$ cat config.mk
export PLATFORM = sky130hd
export DESIGN_NAME = pll_bringup_seq
export DESIGN_NICKNAME = d
export VERILOG_FILES = /design/src/rtl/pll_seq_pkg.sv /design/src/rtl/pll_seq_timer.sv /design/src/rtl/pll_seq_bus.sv /design/src/rtl/pll_seq_ctrl.sv /design/src/rtl/pll_bringup_seq.sv
export SDC_FILE = /design/constraint.sdc
export NUM_CORES = 1
export LEC_CHECK = 0
export BUFFER_PORTS_ARGS = -buffer_cell sky130_fd_sc_hd__buf_2
export CORE_UTILIZATION = 55
export CTS_CLUSTER_SIZE = 24
export DETAILED_ROUTE_END_ITERATION = 6
export HOLD_SLACK_MARGIN = 0.15
export PLACE_DENSITY = 0.8
export REMOVE_ABC_BUFFERS = 1
export SYNTH_ARGS = -nofsm -noshare
export SYNTH_HDL_FRONTEND = slang
export SYNTH_SLANG_ARGS = --single-unit
$ cat constraint.sdc
create_clock -name clk -period 2.3 [get_ports clk]
set_input_delay 0.46 -clock clk [delete_from_list [all_inputs] [get_ports clk]]
set_output_delay 0.46 -clock clk [all_outputs]
set_load 0.05 [all_outputs]
$ cat src/rtl/pll_seq_pkg.sv
package pll_seq_pkg;

    localparam int PLL_AW  = 32;
    localparam int PLL_DW  = 32;
    localparam int MULT_W  = 16;
    localparam int DIV_W   = 8;
    localparam int NUM_DIV = 9;

    localparam logic [PLL_AW-1:0] OFS_CTL  = 32'h100;
    localparam logic [PLL_AW-1:0] OFS_KEY  = 32'h108;
    localparam logic [PLL_AW-1:0] OFS_MULT = 32'h110;
    localparam logic [PLL_AW-1:0] OFS_PRE  = 32'h114;
    localparam logic [PLL_AW-1:0] OFS_POST = 32'h128;
    localparam logic [PLL_AW-1:0] OFS_CMD  = 32'h138;
    localparam logic [PLL_AW-1:0] OFS_GOST = 32'h13C;
    localparam logic [PLL_AW-1:0] OFS_ALN  = 32'h140;

    localparam int CTL_EN  = 0;
    localparam int CTL_PD  = 1;
    localparam int CTL_RST = 3;
    localparam int CTL_SRC = 5;

    localparam logic [PLL_DW-1:0] DIV_ON   = 32'h0000_8000;
    localparam logic [PLL_DW-1:0] MULT_MSK = 32'h0000_01FF;

    typedef struct packed {
        logic [MULT_W-1:0]  mult;
        logic               pre_en;
        logic [DIV_W-1:0]   pre;
        logic               post_en;
        logic [DIV_W-1:0]   post;
        logic [NUM_DIV-1:0] mask;
        logic [PLL_AW-1:0]  stat_addr;
    } seq_cfg_t;

    typedef enum logic [4:0] {
        ST_IDLE, ST_RD_CTL, ST_PWR_UP, ST_SRC_CLR, ST_BYPASS, ST_REF_WAIT,
        ST_RST_ON, ST_RST_HOLD, ST_RST_OFF, ST_MULT, ST_PRE, ST_POST,
        ST_KEY0, ST_KEY1, ST_KEY2, ST_KEY3, ST_ALIGN, ST_GO, ST_GO_POLL,
        ST_CMD_CLR, ST_LOCK_POLL, ST_RUN, ST_DONE
    } step_t;

    function automatic logic [PLL_DW-1:0] key_word(input logic [1:0] idx);
        case (idx)
            2'd0:    return 32'h0047_0000;
            2'd1:    return 32'h0046_0000;
            2'd2:    return 32'h0040_0000;
            default: return 32'h0041_0000;
        endcase
    endfunction

    function automatic logic lock_ok(input logic [PLL_DW-1:0] d);
        return &d[27:25];
    endfunction

endpackage

$ cat src/rtl/pll_seq_timer.sv
module pll_seq_timer #(
    parameter int TW = 10
) (
    input  logic          clk,
    input  logic          rst,
    input  logic          load,
    input  logic [TW-1:0] load_val,
    output logic          zero
);
    logic [TW-1:0] cnt;

    always_ff @(posedge clk) begin
        if (rst)
            cnt <= '0;
        else if (load)
            cnt <= load_val;
        else if (cnt != '0)
            cnt <= cnt - TW'(1);
    end

    assign zero = (cnt == '0);
endmodule

$ cat src/rtl/pll_seq_bus.sv
module pll_seq_bus
    import pll_seq_pkg::*;
(
    input  logic              clk,
    input  logic              rst,
    input  logic              req,
    input  logic              req_we,
    input  logic [PLL_AW-1:0] req_addr,
    input  logic [PLL_DW-1:0] req_data,
    output logic              ack,
    output logic [PLL_DW-1:0] ack_data,
    output logic [PLL_AW-1:0] bus_addr,
    output logic [PLL_DW-1:0] bus_wdata,
    output logic              bus_wr,
    output logic              bus_rd,
    input  logic [PLL_DW-1:0] bus_rdata,
    input  logic              bus_ready
);
    logic active;
    assign active = bus_wr | bus_rd;

    always_ff @(posedge clk) begin
        if (rst) begin
            bus_wr    <= 1'b0;
            bus_rd    <= 1'b0;
            ack       <= 1'b0;
            bus_addr  <= '0;
            bus_wdata <= '0;
            ack_data  <= '0;
        end else begin
            ack <= 1'b0;
            if (active && bus_ready) begin
                bus_wr   <= 1'b0;
                bus_rd   <= 1'b0;
                ack      <= 1'b1;
                ack_data <= bus_rdata;
            end else if (req && !active) begin
                bus_wr    <= req_we;
                bus_rd    <= !req_we;
                bus_addr  <= req_addr;
                bus_wdata <= req_data;
            end
        end
    end
endmodule

$ cat src/rtl/pll_seq_ctrl.sv
module pll_seq_ctrl
    import pll_seq_pkg::*;
#(
    parameter logic [PLL_AW-1:0] BASE_ADDR = 32'h0,
    parameter int                TW        = 10,
    parameter int                REF_CLKS  = 8,
    parameter int                HOLD_CLKS = 625
) (
    input  logic              clk,
    input  logic              rst,
    input  logic              start,
    input  seq_cfg_t          cfg_in,
    output logic              req,
    output logic              req_we,
    output logic [PLL_AW-1:0] req_addr,
    output logic [PLL_DW-1:0] req_data,
    input  logic              ack,
    input  logic [PLL_DW-1:0] ack_data,
    output logic              tmr_load,
    output logic [TW-1:0]     tmr_val,
    input  logic              tmr_zero,
    output logic              done
);
    step_t             state, nxt;
    seq_cfg_t          cfg;
    logic              pend;
    logic [PLL_DW-1:0] shadow;

    logic              acc, wt, abs_addr, ctl_wr, poll_ok;
    logic [PLL_AW-1:0] ofs;
    logic [PLL_DW-1:0] d;
    logic [DIV_W-1:0]  pre_m1, post_m1;

    assign pre_m1  = cfg.pre  - DIV_W'(1);
    assign post_m1 = cfg.post - DIV_W'(1);

    always_comb begin
        acc      = 1'b0;
        wt       = 1'b0;
        req_we   = 1'b0;
        abs_addr = 1'b0;
        ctl_wr   = 1'b0;
        ofs      = OFS_CTL;
        d        = shadow;
        tmr_val  = '0;
        nxt      = state;
        case (state)
            ST_RD_CTL:   begin acc = 1'b1; nxt = ST_PWR_UP; end
            ST_PWR_UP:   begin acc = 1'b1; req_we = 1'b1; ctl_wr = 1'b1;
                               d[CTL_PD] = 1'b0; nxt = ST_SRC_CLR; end
            ST_SRC_CLR:  begin acc = 1'b1; req_we = 1'b1; ctl_wr = 1'b1;
                               d[CTL_SRC] = 1'b0; nxt = ST_BYPASS; end
            ST_BYPASS:   begin acc = 1'b1; req_we = 1'b1; ctl_wr = 1'b1;
                               d[CTL_EN] = 1'b0; nxt = ST_REF_WAIT; end
            ST_REF_WAIT: begin wt = 1'b1; tmr_val = TW'(REF_CLKS); nxt = ST_RST_ON; end
            ST_RST_ON:   begin acc = 1'b1; req_we = 1'b1; ctl_wr = 1'b1;
                               d[CTL_RST] = 1'b1; nxt = ST_RST_HOLD; end
            ST_RST_HOLD: begin wt = 1'b1; tmr_val = TW'(HOLD_CLKS); nxt = ST_RST_OFF; end
            ST_RST_OFF:  begin acc = 1'b1; req_we = 1'b1; ctl_wr = 1'b1;
                               d[CTL_RST] = 1'b0; nxt = ST_MULT; end
            ST_MULT: begin
                acc = 1'b1; req_we = 1'b1; ofs = OFS_MULT;
                d   = PLL_DW'(cfg.mult >> 1) & MULT_MSK;
                nxt = cfg.pre_en ? ST_PRE : (cfg.post_en ? ST_POST : ST_KEY0);
            end
            ST_PRE: begin
                acc = 1'b1; req_we = 1'b1; ofs = OFS_PRE;
                d   = PLL_DW'(pre_m1);
                nxt = cfg.post_en ? ST_POST : ST_KEY0;
            end
            ST_POST: begin
                acc = 1'b1; req_we = 1'b1; ofs = OFS_POST;
                d   = DIV_ON | PLL_DW'(post_m1);
                nxt = ST_KEY0;
            end
            ST_KEY0: begin acc = 1'b1; req_we = 1'b1; ofs = OFS_KEY;
                           d = key_word(2'd0); nxt = ST_KEY1; end
            ST_KEY1: begin acc = 1'b1; req_we = 1'b1; ofs = OFS_KEY;
                           d = key_word(2'd1); nxt = ST_KEY2; end
            ST_KEY2: begin acc = 1'b1; req_we = 1'b1; ofs = OFS_KEY;
                           d = key_word(2'd2); nxt = ST_KEY3; end
            ST_KEY3: begin
                acc = 1'b1; req_we = 1'b1; ofs = OFS_KEY; d = key_word(2'd3);
                nxt = (|cfg.mask) ? ST_ALIGN : ST_CMD_CLR;
            end
            ST_ALIGN:    begin acc = 1'b1; req_we = 1'b1; ofs = OFS_ALN;
                               d = PLL_DW'(cfg.mask); nxt = ST_GO; end
            ST_GO:       begin acc = 1'b1; req_we = 1'b1; ofs = OFS_CMD;
                               d = PLL_DW'(1); nxt = ST_GO_POLL; end
            ST_GO_POLL:  begin acc = 1'b1; ofs = OFS_GOST; nxt = ST_CMD_CLR; end
            ST_CMD_CLR:  begin acc = 1'b1; req_we = 1'b1; ofs = OFS_CMD;
                               d = '0; nxt = ST_LOCK_POLL; end
            ST_LOCK_POLL: begin acc = 1'b1; abs_addr = 1'b1; nxt = ST_RUN; end
            ST_RUN:      begin acc = 1'b1; req_we = 1'b1; ctl_wr = 1'b1;
                               d[CTL_EN] = 1'b1; nxt = ST_DONE; end
            ST_DONE:     nxt = ST_IDLE;
            default:     nxt = state;
        endcase
    end

    always_comb begin
        case (state)
            ST_GO_POLL:   poll_ok = !ack_data[0];
            ST_LOCK_POLL: poll_ok = lock_ok(ack_data);
            default:      poll_ok = 1'b1;
        endcase
    end

    assign req      = acc && !pend;
    assign req_addr = abs_addr ? cfg.stat_addr : (BASE_ADDR + ofs);
    assign req_data = d;
    assign tmr_load = wt && !pend;
    assign done     = (state == ST_DONE);

    always_ff @(posedge clk) begin
        if (rst) begin
            state  <= ST_IDLE;
            pend   <= 1'b0;
            shadow <= '0;
            cfg    <= '0;
        end else begin
            case (state)
                ST_IDLE: begin
                    pend <= 1'b0;
                    if (start) begin
                        cfg   <= cfg_in;
                        state <= ST_RD_CTL;
                    end
                end
                ST_DONE: state <= ST_IDLE;
                default: begin
                    if (acc) begin
                        if (!pend) begin
                            pend <= 1'b1;
                        end else if (ack) begin
                            pend <= 1'b0;
                            if (poll_ok)
                                state <= nxt;
                            if (state == ST_RD_CTL)
                                shadow <= ack_data;
                            else if (ctl_wr)
                                shadow <= d;
                        end
                    end else if (wt) begin
                        if (!pend) begin
                            pend <= 1'b1;
                        end else if (tmr_zero) begin
                            pend  <= 1'b0;
                            state <= nxt;
                        end
                    end
                end
            endcase
        end
    end
endmodule

$ cat src/rtl/pll_bringup_seq.sv
module pll_bringup_seq
    import pll_seq_pkg::*;
#(
    parameter logic [PLL_AW-1:0] BASE_ADDR     = 32'h01C4_0800,
    parameter int                REF_WAIT_CLKS = 8,
    parameter int                CLKS_PER_US   = 125
) (
    input  logic               clk,
    input  logic               rst,
    input  logic               start,
    input  logic [MULT_W-1:0]  cfg_mult,
    input  logic               cfg_prediv_en,
    input  logic [DIV_W-1:0]   cfg_prediv,
    input  logic               cfg_postdiv_en,
    input  logic [DIV_W-1:0]   cfg_postdiv,
    input  logic [NUM_DIV-1:0] cfg_div_mask,
    input  logic [PLL_AW-1:0]  cfg_stat_addr,
    output logic [PLL_AW-1:0]  bus_addr,
    output logic [PLL_DW-1:0]  bus_wdata,
    output logic               bus_wr,
    output logic               bus_rd,
    input  logic [PLL_DW-1:0]  bus_rdata,
    input  logic               bus_ready,
    output logic               done
);
    localparam int HOLD_CLKS = 5 * CLKS_PER_US;
    localparam int TMR_MAX   = (HOLD_CLKS > REF_WAIT_CLKS) ? HOLD_CLKS : REF_WAIT_CLKS;
    localparam int TMR_W     = $clog2(TMR_MAX + 1);
    localparam logic [PLL_AW-1:0] CTL_ADDR_C = BASE_ADDR + OFS_CTL;
    localparam logic [31:0]       HOLD_C     = 32'(HOLD_CLKS);

    seq_cfg_t          cfg_bundle;
    logic              req, req_we, ack, tmr_load, tmr_zero;
    logic [PLL_AW-1:0] req_addr;
    logic [PLL_DW-1:0] req_data, ack_data;
    logic [TMR_W-1:0]  tmr_val;

    assign cfg_bundle = '{mult: cfg_mult, pre_en: cfg_prediv_en, pre: cfg_prediv,
                          post_en: cfg_postdiv_en, post: cfg_postdiv,
                          mask: cfg_div_mask, stat_addr: cfg_stat_addr};

    pll_seq_ctrl #(
        .BASE_ADDR(BASE_ADDR), .TW(TMR_W),
        .REF_CLKS(REF_WAIT_CLKS), .HOLD_CLKS(HOLD_CLKS)
    ) u_ctrl (
        .clk(clk), .rst(rst), .start(start), .cfg_in(cfg_bundle),
        .req(req), .req_we(req_we), .req_addr(req_addr), .req_data(req_data),
        .ack(ack), .ack_data(ack_data),
        .tmr_load(tmr_load), .tmr_val(tmr_val), .tmr_zero(tmr_zero),
        .done(done)
    );

    pll_seq_bus u_bus (
        .clk(clk), .rst(rst), .req(req), .req_we(req_we),
        .req_addr(req_addr), .req_data(req_data),
        .ack(ack), .ack_data(ack_data),
        .bus_addr(bus_addr), .bus_wdata(bus_wdata),
        .bus_wr(bus_wr), .bus_rd(bus_rd),
        .bus_rdata(bus_rdata), .bus_ready(bus_ready)
    );

    pll_seq_timer #(.TW(TMR_W)) u_tmr (
        .clk(clk), .rst(rst), .load(tmr_load), .load_val(tmr_val), .zero(tmr_zero)
    );
endmodule

==> flow_summary_export.csv <==
group,metric,value,unit
layout,nets,1408,
worst_setup_path,worstSetupPathDepth,8,
worst_setup_path,worstPathCellList,"buf_12, or2_2, nor3_2, buf_4, a221o_1, a211oi_1, a21oi_1, a22o_1",
detailed_routing,drc,0,
floorplanning,die_w,129,microns
layout,post-route-util,69.8,%
yosys,synth_seq_area_share,48.2,%
placed_design,placed_cell_area,0.0103,sq mm
grt,grt_usage,29.4,%
power_and_ir_drop,p_seq_share,36.0,%
yosys,yosysWarningCount,0,
power_and_ir_drop,power_leakage,4.50,nW
yosys,synthTopCellsByArea,"dfxtp_1, nand2_1, a21oi_1",
sta,tightest_slew,0.528,ns
yosys,async_flop_share,0,%
detailed_routing,avgRoutedWirePerCell,16.6,microns
placed_design,dpl_worst_slack,-0.0198,ns
yosys,syn_inst,1114,
yosys,ys_types,65,
worst_hold_path,hold_depth,2,
power_and_ir_drop,power_frac_clock,25.3,%
detailed_routing,drt_iter0_drc,586,
sta,max-slew-margin-rel,64.8,%
worst_hold_path,hold_class,"input pin to register",
sta,layout_min_cycle_time,2.22,ns
sta,slew_violations,0,
sta,hold_viol,0,
grt,first_global_vias,8015,
yosys,synth_top_area_share,48.2,%
clock_network,cts_max_path_buffers,3,
sta,max_freq,451,MHz
layout,final_cells,1523,
grt,antenna_found_initial,0,
yosys,syn_avg_cell_area,8.02,sq um
detailed_routing,ant_nets,0,
worst_setup_path,critPathArrivalTime,2.62,ns
yosys,synth_common_cells,"nand2_1, dfxtp_1, a21oi_1",
detailed_routing,vias_per_cell,5.72,
layout,antenna_cells,0,
detailed_routing,routed_wl,25.3,mm
worst_setup_path,critical_path_class,"register to register",
placed_design,numPlacedInstances,1476,
yosys,synth-seq-cells,215,
layout,area_growth,24.1,%
placed_design,hpwl,16.5,mm
layout,stdcell_area,0.0111,sq mm
sta,setup_viol,0,
sta,clock_skew,0.0112,ns
worst_setup_path,critPathMaxStageDelay,0.42,ns
run_status,outcome,"complete, no violations",
clock_network,cts_max_level,1,
placed_design,io_buffers,170,
clock_network,path_clk_slew,0.06,ns
worst_setup_path,reg2reg_depth,8,
worst_setup_path,cp_top_family,"compound AO/OA/AOI/OAI gates",
sta,grt_setup_unrepaired,"no",
detailed_routing,dr.pass1.iters,5,
grt,overflow,0,
layout,drive_gt1_share,22.7,%
clock_network,ctsRootBufferMaster,"clkbuf_16",
yosys,synth_area,0.00894,sq mm
sta,setup_ws,0.0843,ns
floorplanning,core_area,0.0159,sq mm
worst_setup_path,worstPathBufferInverterCount,2,
worst_setup_path,crit_path_max_fanout,26,
yosys,yosysTopAreaCell,"dfxtp_1",
clock_network,cts_tree,"built",
power_and_ir_drop,p_int,0.00802,W
floorplanning,initial_core_util,56.3,%
power_and_ir_drop,comb_power_share,38.7,%
worst_setup_path,worstPathRequired,2.70,ns
clock_network,cts.sinks,215,
power_and_ir_drop,power.switching,0.00536,W
flow_run,drv_cap,0,
worst_setup_path,crit_path_end_kind,"register",
clock_network,cts_buffers,22,
power_and_ir_drop,switching_share,40.0,%
placed_design,routabilityCongestion,0.943,
floorplanning,dieHeight,129,microns
sta,period_share,96.3,%
floorplanning,die-area,0.0168,sq mm
power_and_ir_drop,irDropWorstVdd,0.866,mV
yosys,synth.most_common_cell,"nand2_1",
floorplanning,io_pins,178,
clock_network,clock_latency,0.51,ns
power_and_ir_drop,pwr_density_cell,1210,mW/mm^2
detailed_routing,dr_total_vias,8717,
grt,grt_max_degree,115,
power_and_ir_drop,power,0.0134,W
worst_setup_path,crit_path_start_kind,"register",
floorplanning,std_cell_rows,46,
yosys,synth_edf_count,0,
grt,grt_pass1_wl,39.5,mm
worst_setup_path,slowest_stage,"a211oi_1",
yosys,synthFlopType,"dfxtp_1",
## final timing paths
| check | from | to | slack (ns) |
|---|---|---|---|
| setup / recovery | u_ctrl.state[2] | u_ctrl.shadow[3] | 0.08 |
| setup reg to reg | u_ctrl.state[2] | u_ctrl.shadow[3] | 0.08 |
| hold / removal | bus_rdata[15] | u_bus.ack_data[15] | 0.16 |
| hold reg to reg | u_bus.bus_addr[14] | u_bus.bus_addr[14] | 0.45 |
## registers in the layout, summed over array words and instances, names as in the netlist
signal and flops:
u_ctrl.shadow 32, u_tmr.cnt 10, u_bus.bus_rd 1, u_ctrl.cfg 68, u_ctrl.state 5, u_bus.ack 1, u_bus.bus_wdata 32, u_bus.bus_addr 32
u_ctrl.pend 1, u_bus.ack_data 32, u_bus.bus_wr 1
## repair_timing
item,4_1_cts,5_1_grt
setup endpoints to repair,15,28
hold buffers,8,0
hold endpoints to repair,8,0
gates cloned,0,1
buffers inserted,0,0
resized for setup,6,8
## area by class of cell
type,instances,area (sq um)
Sequential cell,215,4310
Tap cell,216,270
Multi-Input combinational cell,795,4250
Clock inverter,6,43.8
Inverter,15,56.3
Clock buffer,32,638
Fill cell,1333,4800
Timing Repair Buffer,244,1520
## kinds of logic after synthesis
group	after synthesis	synth area share (%)
fa+ha+maj	4	0.560
mux	4	0.462
flops	215	48.2
xor+xnor	13	1.27
buf+inv	104	4.77
compound gates	305	21.2
simple gates	469	23.6
## stage by stage
step / hold slack [ns] / TNS [ns]
after floorplan: 0.425 / -347.72
after global placement: 0.436 / -0.0402
after detailed placement: 0.442 / -0.0477
after CTS: 0.151 / 0
after global routing: 0.154 / 0
final: 0.162 / 0
## cells in the final DEF (no fill, tap or decap), types with 8 or more instances in the layout
cell / count
or3_1: 8
buf_4: 60
a21oi_1: 165
inv_1: 15
nand2_1: 243
o21ai_0: 30
nand3_1: 50
dlygate4sd3_1: 8
a211oi_1: 18
dfxtp_1: 212
clkbuf_16: 23
nand2b_1: 10
nor3_1: 34
a22o_1: 36
nor2_1: 70
buf_2: 168
## routing by layer
metal / vias up / global-route usage, % / routed length (microns)
met5: - / 0 / 0
met3: 58 / 4.29 / 1800
met1: 4057 / 38.4 / 10800
met4: 0 / 10.1 / 666
li1: 4238 / - / -
met2: 364 / 49.6 / 12000
## power by group through the flow
stage | clock network (W) | logic (W) | registers, W
global placement | 0 | 0.00490 | 0.00484
detailed placement | 0 | 0.00499 | 0.00486
global route | 0.00358 | 0.00563 | 0.00490
finish | 0.00338 | 0.00517 | 0.00482
floorplan | 0 | 0.00226 | 0.00516
CTS | 0.00342 | 0.00505 | 0.00480
No activity file was read; power rests on OpenSTA's default activity.
